===== config.mk =====
export PLATFORM = sky130hd
export DESIGN_NAME = combo_lock_fsm
export DESIGN_NICKNAME = d
export VERILOG_FILES = /design/src/rtl/combo_lock_pkg.sv /design/src/rtl/lock_step_match.sv /design/src/rtl/lock_next_state.sv /design/src/rtl/lock_state_reg.sv /design/src/rtl/combo_lock_fsm.sv
export SDC_FILE = /design/constraint.sdc
export NUM_CORES = 1
export LEC_CHECK = 0
export ABC_AREA = 1
export CAP_MARGIN = 15
export CORE_AREA = 2 2 39 41
export DETAILED_ROUTE_END_ITERATION = 10
export DIE_AREA = 0 0 41 43
export PLACE_DENSITY = 0.47
export SKIP_CTS_REPAIR_TIMING = 1
export SLEW_MARGIN = 20
export SYNTH_ARGS = -nofsm -noshare
export SYNTH_HDL_FRONTEND = slang
export SYNTH_SLANG_ARGS = --single-unit

===== constraint.sdc =====
create_clock -name clk -period 2.2 [get_ports clk]
set_clock_uncertainty 0.2 [all_clocks]
set_input_delay 0.22 -clock clk [delete_from_list [all_inputs] [get_ports clk]]
set_output_delay 0.22 -clock clk [all_outputs]
set_load 0.02 [all_outputs]

===== src/rtl/combo_lock_pkg.sv =====
// Shared definitions for the dial lock controller.
// Assumes a two-bit state code that is also exported for debug.
package combo_lock_pkg;

    typedef enum logic [1:0] {
        LK_IDLE   = 2'b00,
        LK_FIRST  = 2'b01,
        LK_SECOND = 2'b10,
        LK_OPEN   = 2'b11
    } lock_state_t;

    localparam int NUM_STEPS = 3;

endpackage


===== src/rtl/lock_step_match.sv =====
// Compares one dial entry against every step of the code in parallel.
// Assumes the code is given as packed direction and number vectors,
// with step 0 in the least significant slice.
module lock_step_match #(
    parameter int                         DIAL_W    = 5,
    parameter int                         STEPS     = 3,
    parameter logic [STEPS-1:0]           STEP_DIR  = '0,
    parameter logic [STEPS*DIAL_W-1:0]    STEP_NUMS = '0
) (
    input  logic              entry_right,
    input  logic [DIAL_W-1:0] entry_num,
    output logic [STEPS-1:0]  hit
);

    genvar g;
    generate
        for (g = 0; g < STEPS; g++) begin : g_step
            // One comparator for each code step: direction and number must both agree.
            assign hit[g] = (entry_right == STEP_DIR[g]) &&
                            (entry_num == STEP_NUMS[g*DIAL_W +: DIAL_W]);
        end
    endgenerate

endmodule


===== src/rtl/lock_next_state.sv =====
// Next-state logic of the lock. Relock wins over an entry.
// The open state ignores entries. A miss restarts the sequence, or counts
// as a first turn when it matches step 0.
// Assumes hit[k] flags a match against step k.
module lock_next_state
    import combo_lock_pkg::*;
(
    input  lock_state_t          cur,
    input  logic                 entry_valid,
    input  logic                 relock,
    input  logic [NUM_STEPS-1:0] hit,
    output lock_state_t          nxt
);

    logic expect_hit;

    // Select the comparator for the step the current state waits for.
    always_comb begin
        case (cur)
            LK_IDLE:   expect_hit = hit[0];
            LK_FIRST:  expect_hit = hit[1];
            LK_SECOND: expect_hit = hit[2];
            default:   expect_hit = 1'b0;
        endcase
    end

    // Work out the state for the next edge.
    always_comb begin
        nxt = cur;
        if (relock) begin
            nxt = LK_IDLE;
        end else if (entry_valid && cur != LK_OPEN) begin
            if (expect_hit) begin
                case (cur)
                    LK_IDLE:   nxt = LK_FIRST;
                    LK_FIRST:  nxt = LK_SECOND;
                    default:   nxt = LK_OPEN;
                endcase
            end else if (hit[0]) begin
                nxt = LK_FIRST;
            end else begin
                nxt = LK_IDLE;
            end
        end
    end

endmodule


===== src/rtl/lock_state_reg.sv =====
// Two-bit state register with synchronous active-low reset to idle.
module lock_state_reg
    import combo_lock_pkg::*;
(
    input  logic        clk,
    input  logic        rst_n,
    input  lock_state_t nxt,
    output lock_state_t cur
);

    // Hold the current state; reset to idle at the edge.
    always_ff @(posedge clk) begin
        if (!rst_n) cur <= LK_IDLE;
        else        cur <= nxt;
    end

endmodule


===== src/rtl/combo_lock_fsm.sv =====
// Top of the ordered three-turn dial lock: comparators, next-state logic
// and state register. Moore outputs decode from the register only.
// Assumes inputs are synchronous to clk and one entry per high entry_valid cycle.
module combo_lock_fsm
    import combo_lock_pkg::*;
#(
    parameter int   DIAL_W      = 5,
    parameter int   STEP0_NUM   = 13,
    parameter logic STEP0_RIGHT = 1'b1,
    parameter int   STEP1_NUM   = 22,
    parameter logic STEP1_RIGHT = 1'b0,
    parameter int   STEP2_NUM   = 3,
    parameter logic STEP2_RIGHT = 1'b1
) (
    input  logic              clk,
    input  logic              rst_n,
    input  logic              relock,
    input  logic              entry_valid,
    input  logic              entry_right,
    input  logic [DIAL_W-1:0] entry_num,
    output logic              is_open,
    output logic [1:0]        state_dbg
);

    localparam logic [NUM_STEPS-1:0] STEP_DIR =
        {STEP2_RIGHT, STEP1_RIGHT, STEP0_RIGHT};
    localparam logic [NUM_STEPS*DIAL_W-1:0] STEP_NUMS =
        {DIAL_W'(STEP2_NUM), DIAL_W'(STEP1_NUM), DIAL_W'(STEP0_NUM)};

    logic [NUM_STEPS-1:0] hit;
    lock_state_t          cur;
    lock_state_t          nxt;

    lock_step_match #(
        .DIAL_W    (DIAL_W),
        .STEPS     (NUM_STEPS),
        .STEP_DIR  (STEP_DIR),
        .STEP_NUMS (STEP_NUMS)
    ) u_match (
        .entry_right (entry_right),
        .entry_num   (entry_num),
        .hit         (hit)
    );

    lock_next_state u_next (
        .cur         (cur),
        .entry_valid (entry_valid),
        .relock      (relock),
        .hit         (hit),
        .nxt         (nxt)
    );

    lock_state_reg u_reg (
        .clk   (clk),
        .rst_n (rst_n),
        .nxt   (nxt),
        .cur   (cur)
    );

    // Moore outputs taken straight from the stored state.
    assign is_open   = (cur == LK_OPEN);
    assign state_dbg = cur;

endmodule


# [After elaboration in Yosys (flattened, before gate mapping)]
# Index checks and enable logic that the tools add are counted.
[word_totals] out_inout_bits=3 in_bits=10 ff_bits=2
[op_classes] eq_ne=7 reduce_logical=6 muxes=4 bitwise_logic=2
[ops] operator="5-bit by 2-bit == test with 1-bit output (second input constant)" n=1
[ops] operator="5-bit by 4-bit == test with 1-bit output (second input constant)" n=1
[ops] operator="5-bit == test (second input constant)" n=1
[ops] operator="2-bit == test (second input constant)" n=2
[ops] operator="1-bit logical AND" n=4
[ops] operator="2-bit one-hot mux with 2 select lines" n=1
[ops] operator="1-bit one-hot mux with 3 select lines" n=1
[ops] operator="2-bit by 1-bit == test with 1-bit output (second input constant)" n=1
[ops] operator="2-bit zero test" n=1
[ops] operator="2-bit 2-to-1 mux" n=1
[ops] operator="2-bit != test (second input constant)" n=1
[ops] operator="1-bit inverter" n=2
[ops] operator="2-bit OR reduction" n=1
[ops] operator="1-bit 2-to-1 mux" n=1

# [Longest topological paths before layout]
# Gate-level depths: netlist of the first run.
[depth] ltp_word=4 ltp_mapped=9 mapped_depth_nobuf=9

# [By module]
# From an unflattened synthesis of the first run, not the netlist that was laid out.
[hier_totals] hier_cells=49 hier_area_um2=234.0
[by_module_without_submodules] mod="lock_next_state" cells_each=21 area_per_inst_um2=93.8 instances=1
[by_module_without_submodules] mod="lock_step_match" cells_each=20 area_per_inst_um2=77.6 instances=1
[by_module_without_submodules] mod="lock_state_reg" cells_each=6 area_per_inst_um2=55.1 instances=1
[by_module_without_submodules] mod="combo_lock_fsm" cells_each=2 area_per_inst_um2=7.5 instances=1

# [Least setup slack after synthesis of the first run]
# Ideal clock, no wire load.
[synth_path] kind="reg-to-reg" from="register u_reg.cur[0]" to="register u_reg.cur[0]" path_buffers=0 slack_ps=817 t_arrival_ps=1074 setup_ps=109 required_ps=1891 path_stages_with_launch=10 cell_sequence="dfxtp_1 > inv_2 > nor2_2 > nand3_1 > nand2_1 > nand3_2 > nand3_2 > nand3_1 > nand2_1 > inv_1"
[synth_between] elab_chain_len=3 elab_cells_between_ends=8 classes_between="eq/ne (3); mux (3); reduce/logical (2)"
[synth_lines] element="start, declared" line="lock_state_reg.sv:8" rtl="output lock_state_t cur"
[synth_lines] element="start signal, assigned" line="lock_state_reg.sv:14" rtl="else cur <= nxt;"
[synth_lines] element="2-bit == test (tied with other cells)" line="lock_next_state.sv:19" rtl="case (cur)"
[synth_lines] element="1-bit one-hot mux with 3 select lines / 2-bit one-hot mux with 2 select lines (equally long branches)" line="lock_next_state.sv:19, lock_next_state.sv:34"
[synth_lines] element="2-bit 2-to-1 mux" line="lock_next_state.sv:33" rtl="if (expect_hit) begin"
# Parallel ways exist; a longest one is shown, timed or not.
# A chain may end at the register's enable or synchronous reset.

# [Worst setup path in the final report of the first run]
[layout_path] from="register u_reg.cur[0]" to="output port is_open"
[layout_between] elab_chain_len=1
[layout_lines] element="2-bit == test" line="combo_lock_fsm.sv:61" rtl="assign is_open = (cur == LK_OPEN);"
[layout_lines] element="end, declared" line="combo_lock_fsm.sv:21" rtl="output logic is_open,"
# Every way passes these cells.

==> metrics.md, run 1 <==
| Metric | Value |
|---|---|
| Outcome | `finished, final reports clean` |
| Row count | `14` |
| Post-Synth Adder-Cell Area | `0%` |
| Via count | `329` |
| Period utilisation layout | `between 80 and 90%` |
| Post-Synthesis Cells | `51` |
| Hold_ws | `0.449 ns` |
| Setup WS post-layout | `0.380 ns` |
| Pwr per Cell Area | `367 mW/mm2` |
| Num CTS Buffers | `3` |
| Final number of max-transition violations | `0` |
| Post-Layout Cell Count | `82` |
| Hold Crit Class | `input port to flop` |
| Headroom to the max-slew limit | `between 80% and 90%` |
| RSZ-0062 raised after global routing | `false` |
| CP Launch Type | `flop` |
| Starting Density | `just over 20%` |
| Synth Net Count | `61` |
| H-tree depth | `1` |
| Leak | `~0.00022 uW` |
| Ys Warns | `0` |
| Detail Placement HPWL | `517 um` |
| Die W | `41 um` |
| Setup TNS | `0 ns` |
| Ys flop type | `dfxtp_1` |
| Synth cell count leaders | `11 x nand2_1, 9 x inv_1, 7 x nor2_1` |
| Simple-gate area share of the yosys netlist | `a little over three fifths` |
| Placed cell count | `79` |
| CP Capture Type | `output port` |
| Total GRT Usage | `8.71%` |
| Critical path arrival | `1.40 ns` |
| First-pass DRT Iterations | `1` |
| Tmin final | `1.82 ns` |
| Core ar. | `0.00138 mm2` |
| Clock transition at path regs | `approximately 0.030 ns` |
| Mux cell area share after synthesis | `0%` |
| Buffer depth of the longest clock path | `2` |
| DRC | `0` |
| Initial DRC Count | `0` |
| Cell taking the most area after synthesis | `nand2_1` |
| Die height | `~43 um` |
| Vias in the first global route | `289` |
| Port Buffer Count | `12` |
| Fmax | `549 MHz` |
| DIE AREA | `0.00176 mm2` |
| Drt via density | `around 4.0` |
| Antenna-violating nets left | `0` |
| Ant diodes | `0` |
| Routability cong. | `between 0.7 and 0.8` |
| GR Overflow Total | `0` |
| Pre-CTS WS | `0.496 ns` |
| Top-Level Pins | `13` |
| Fill cells | `170` |
| Root Driver | `clkbuf_4` |
| Post-synth EDFFs | `0` |
| CP cell instances | `nand2_1, inv_1, clkdlybuf4s50_1` |
| Yosys top cell area share | `14.7%` |
| Routed WL | `678 um` |
| Async SR Flop Fraction | `0%` |
| Synth unique cells | `15` |
| Worst-margin pin slew | `0.217 ns` |
| Seq/Total Area, Yosys | `14.3%` |
| Crit path kind | `flop to output port` |
| Clock sink total | `2` |
| Slowest stage delay, CP | `0.60 ns` |
| Largest family of logic cells by synthesized area | `simple AND/OR/NAND/NOR gates` |
| Share of layout cells above drive strength 1 | `21.2%` |
| Final nets | `78` |
| Endpoints failing hold | `0` |
| Max Cap Violations | `0` |
| Critical Path RT | `1.78 ns` |
| Post-synthesis cell area | `280 um2` |
| Top Registers | `u_reg.cur: 2 flops` |
| Skew-Pair Late Insertion Delay | `about 0.22 ns` |
| Largest Register | `u_reg.cur` |
| XOR/XNOR Fraction of Synth Area | `0%` |
| Post-synthesis register bit count | `2` |
| TritonCTS clock tree | `done` |
| Flip-flop count of the largest register after layout | `2` |
| Most common cell in the synthesized netlist | `nand2_1` |
| Area Overhead vs Synth | `58.0%` |
| Initial antenna violation count | `0` |
| WL per Instance | `just over 8 um` |
| Syn_area_per_cell | `around 5.5 um2` |
| Final setup vio count | `0` |
| Synth area leaders | `nand2_1 15%, dfxtp_1 14%, inv_1 12%` |
| First-pass GRT wire length | `1030 um` |
| Largest delay share family, worst path | `buffers and inverters` |
| CP Max Fanout | `6` |
| CP bufs+invs | `2` |
| Synth Area in Compound Gates | `4.46%` |
| Slowest CP cell | `clkdlybuf4s50_1` |
| Worst IR Drop VDD | `around 0.15 mV` |
| Largest net degree at the start of global routing | `7` |
-- cell usage in the layout (no fill, tap or decap), types with 2 or more instances in the layout --
cell type and instances:
clkdlybuf4s50_1 12, inv_1 9, nand3_1 6, nor2_1 7, clkbuf_4 3, dfxtp_1 2
nand2_1 11, nand3_2 3, inv_2 4, nand4_1 2
-- worst register-to-register path, cell delays in order (launching register included) --
cell and delay (ns):
dfxtp_1 0.42, inv_2 0.07, nor2_2 0.10, nand3_1 0.07, nand2_1 0.08, nand3_2 0.09
nand3_2 0.06, nand3_1 0.08, nand2_1 0.06, inv_1 0.03
-- report_power, final --
part / leakage [uW] / total (uW) / switching [uW] / internal [uW]
Sequential: 0.0000162 / 38.3 / 1.09 / 37.2
Combinational: 0.000189 / 42.8 / 20.0 / 22.8
Clock: 0.0000138 / 81.6 / 21.4 / 60.2
-- area by class of cell --
type	count	area, um2	share of cell area, %
Multi-Input combinational cell	35	188	42.4
Timing Repair Buffer	12	120	27.1
Inverter	14	52.6	11.9
Sequential cell	2	40.0	9.04
Clock buffer	3	22.5	5.08
Tap cell	16	20.0	4.52
-- per-stage QoR --
step           util [%]  area (um2)  power [uW]
5_1_grt            32.0         443         173
3_3_place_gp       30.4         420        82.5
3_5_place_dp       30.4         420        81.5
4_1_cts            32.0         443         169
6_report           32.0         443         163
2_1_floorplan         -         280        57.6
-- final timing paths --
check | start | cells past startpoint | slack (ns) | to
min reg2reg | u_reg.cur[1] | 4 | 0.46 | u_reg.cur[1]
max | u_reg.cur[0] | 3 | 0.38 | is_open
max reg2reg | u_reg.cur[0] | 9 | 0.83 | u_reg.cur[0]
min | rst_n | 5 | 0.45 | u_reg.cur[1]
-- kinds of logic after synthesis --
kind of cell | Yosys count
compound gates | 2
buf+inv | 14
flops | 2
simple gates | 33
-- layer usage --
layer | track usage, % | up-vias | part of all wire [%]
li1 | - | 188 | -
met2 | 12.5 | 12 | 44
met4 | 8.00 | 0 | 0
met5 | 0 | - | 0
met3 | 1.57 | 0 | 7.7
met1 | 10.2 | 129 | 48
(Power assumes the default switching activity.)
==> inputs of run 2 (changes only) <==
PLACE_DENSITY = 0.48   (was 0.47)
clock period = 1.54 ns   (was 2.2 ns; I/O delays follow)
==> run 2 against run 1 <==
  * Clock-buffer cell count is the same
  * Sequential share of layout area fell by 0.83 points
  * Die area unchanged
  * Design area grew 10%
  * Utilization rose by 3.3 points
  * Critical path depth rose by 5
  * Final cell count up 6.1%
  * Largest cell class unchanged
==> metrics.md, run 2 (synthesized netlist as in run 1, its figures left out) <==
| Metric | Value |
|---|---|
| Routability cong. | `0.674 (-5.9%)` |
| Share of layout cells above drive strength 1 | `26.8% (+5.5 points)` |
| First-pass DRT Iterations | `4 (+3)` |
| Hold Crit Class | `input port to flop` |
| Largest Register | `u_reg.cur` |
| Post-Layout Cell Count | `87 (+6.1%)` |
| Top Registers | `u_reg.cur: 2 flops` |
| CP Launch Type | `input port` |
| Metal2 WL | `302 um (+0.33%)` |
| Clock sink total | `2 (unchanged)` |
| Starting Density | `20.3% (unchanged)` |
| DRC | `0 (unchanged)` |
| Slowest CP cell | `clkdlybuf4s50_1` |
| Crit path kind | `input port to flop` |
| Hold_ws | `0.388 ns (-0.0605 ns)` |
| Via count | `358 (+8.8%)` |
| Row count | `14 (unchanged)` |
| Placed cell count | `84 (+6.3%)` |
| Pwr per Cell Area | `486 mW/mm2 (+32%)` |
| Critical Path RT | `1.46 ns (-0.32 ns)` |
| Die height | `43 um (unchanged)` |
| Top-Level Pins | `13 (unchanged)` |
| H-tree depth | `1 (unchanged)` |
| Clock transition at path regs | `0.03 ns (about the same)` |
| Slowest stage delay, CP | `0.52 ns (-0.08 ns)` |
| RSZ-0062 raised after global routing | `false` |
| Most frequent cells in the layout | `11 x nand2_1, 9 x inv_1, 9 x clkdlybuf4s50_1` |
| Root Driver | `clkbuf_4` |
| Worst Setup SP | `entry_num[2]` |
| Area Overhead vs Synth | `74.1%` |
| Worst IR Drop VDD | `0.326 mV (+120%)` |
| Initial antenna violation count | `0 (unchanged)` |
| Post-DP Area | `458 um2 (+8.9%)` |
| Fmax | `701 MHz` |
| Hold wc startpoint | `rst_n` |
| GR Overflow Total | `0 (unchanged)` |
| Post-layout util | `35.3% (+3.3 points)` |
| TritonCTS clock tree | `done` |
| Buffer depth of the longest clock path | `2 (unchanged)` |
| Tmin final | `between 1 and 1.5 ns` |
| Drt via density | `4.11 (+2.6%)` |
| Critical path arrival | `1.34 ns (-0.06 ns)` |
| Skew-Pair Late Insertion Delay | `0.22 ns (about the same)` |
| Die W | `41 um (unchanged)` |
| Total GRT Usage | `9.72% (+1.0 points)` |
| Initial DRC Count | `1 (+1)` |
| CP Max Fanout | `3 (-3)` |
| Period utilisation layout | `92.6%` |
| Num CTS Buffers | `3 (unchanged)` |
| Worst-margin pin slew | `0.228 ns (+0.0108 ns)` |
| CP cell instances | `clkdlybuf4s50_1, inv_2, nor3_2, nand3_2, nand3_2, nand3_1, nand2_1, inv_1` |
| Worst R2R Path Depth | `10 (+1)` |
| Met1 wire length | `323 um (-0.31%)` |
| Final number of max-transition violations | `0 (unchanged)` |
| Hold Path Stages | `5 (unchanged)` |
| Headroom to the max-slew limit | `84.8% (-0.70 points)` |
| Antenna-violating nets left | `0 (unchanged)` |
| Detail Placement HPWL | `580 um (+12%)` |
| Final instance area | `488 um2 (+10%)` |
| Core ar. | `0.00138 mm2 (unchanged)` |
| Port Buffer Count | `12 (unchanged)` |
| Leak | `0.000299 uW (+37%)` |
| Final setup vio count | `0 (unchanged)` |
| WL per Instance | `8.08 um (-2.3%)` |
| Highest Signal Layer | `met4` |
| Most common cell after layout, fill and taps aside | `nand2_1` |
| Ant diodes | `0 (unchanged)` |
| DIE AREA | `0.00176 mm2 (unchanged)` |
| Flip-flop count of the largest register after layout | `2 (unchanged)` |
| Met3 wire len | `60 um (+15%)` |
| First-pass GRT wire length | `1130 um (+10%)` |
| Worst R2R Start | `u_reg.cur[1]` |
| Outcome | `finished, final reports clean` |
| Largest net degree at the start of global routing | `5 (-2)` |
| Vias in the first global route | `330 (+14%)` |
| Endpoints failing hold | `0 (unchanged)` |
| Final nets | `83 (+6.4%)` |
| Most used cell, CP | `nand3_2` |
| Max Cap Violations | `0 (unchanged)` |
| CP Capture Type | `flop` |
| Routed WL | `703 um (+3.7%)` |
| Fill cells | `153 (-10%)` |
-- run 2: cell types whose count changed in the layout (fill, tap and decap cells not counted) --
| cell | previous run | this run |
|---|---|---|
| buf_4 | 0 | 5 |
| clkdlybuf4s50_1 | 12 | 9 |
| dlymetal6s2s_1 | 0 | 3 |
-- run 2: final cells by class --
cell class,instances,area [um2],share of cell area (%)
multi-input combinational,35,188,38.5
timing repair buffer,17,165,33.8
inverter,14,52.6,10.8
tap,16,20.0,4.10
clock buffer,3,22.5,4.62
sequential,2,40.0,8.21
-- run 2: final timing paths --
path / endpoint / slack, ns
setup / recovery: u_reg.cur[0] / 0.11
setup reg to reg: u_reg.cur[0] / 0.14
hold / removal: u_reg.cur[1] / 0.39
hold reg to reg: u_reg.cur[0] / 0.50
-- run 2: critical path, delay by kind of cell --
family                 cells  cell delay, ns
AND/OR/NAND/NOR            5            0.56
buffers and inverters      3            0.62
-- run 2: power by group --
part | leakage, uW | switching (uW) | total, uW | internal [uW]
Combinational | 0.000269 | 30.7 | 68.9 | 38.2
Clock | 0.0000138 | 28.5 | 114 | 85.8
Sequential | 0.0000162 | 0.661 | 53.9 | 53.2
Total | 0.000299 | 59.9 | 237 | 177
-- run 2: per-layer routing --
layer | track usage [%] | up-vias
li1 | - | 197
met1 | 10.9 | 143
met2 | 14.1 | 14
met3 | 3.14 | 4
met4 | 8.00 | 0
met5 | 0 | -
-- run 2: metrics by stage --
stage	power, uW	setup TNS (ns)	setup WS [ns]
after floorplan	82.3	0	0.157
after global placement	124	-0.150	-0.113
after detailed placement	124	-0.167	-0.121
after CTS	244	-0.134	-0.127
after global routing	254	0	0.0103
final	237	0	0.114
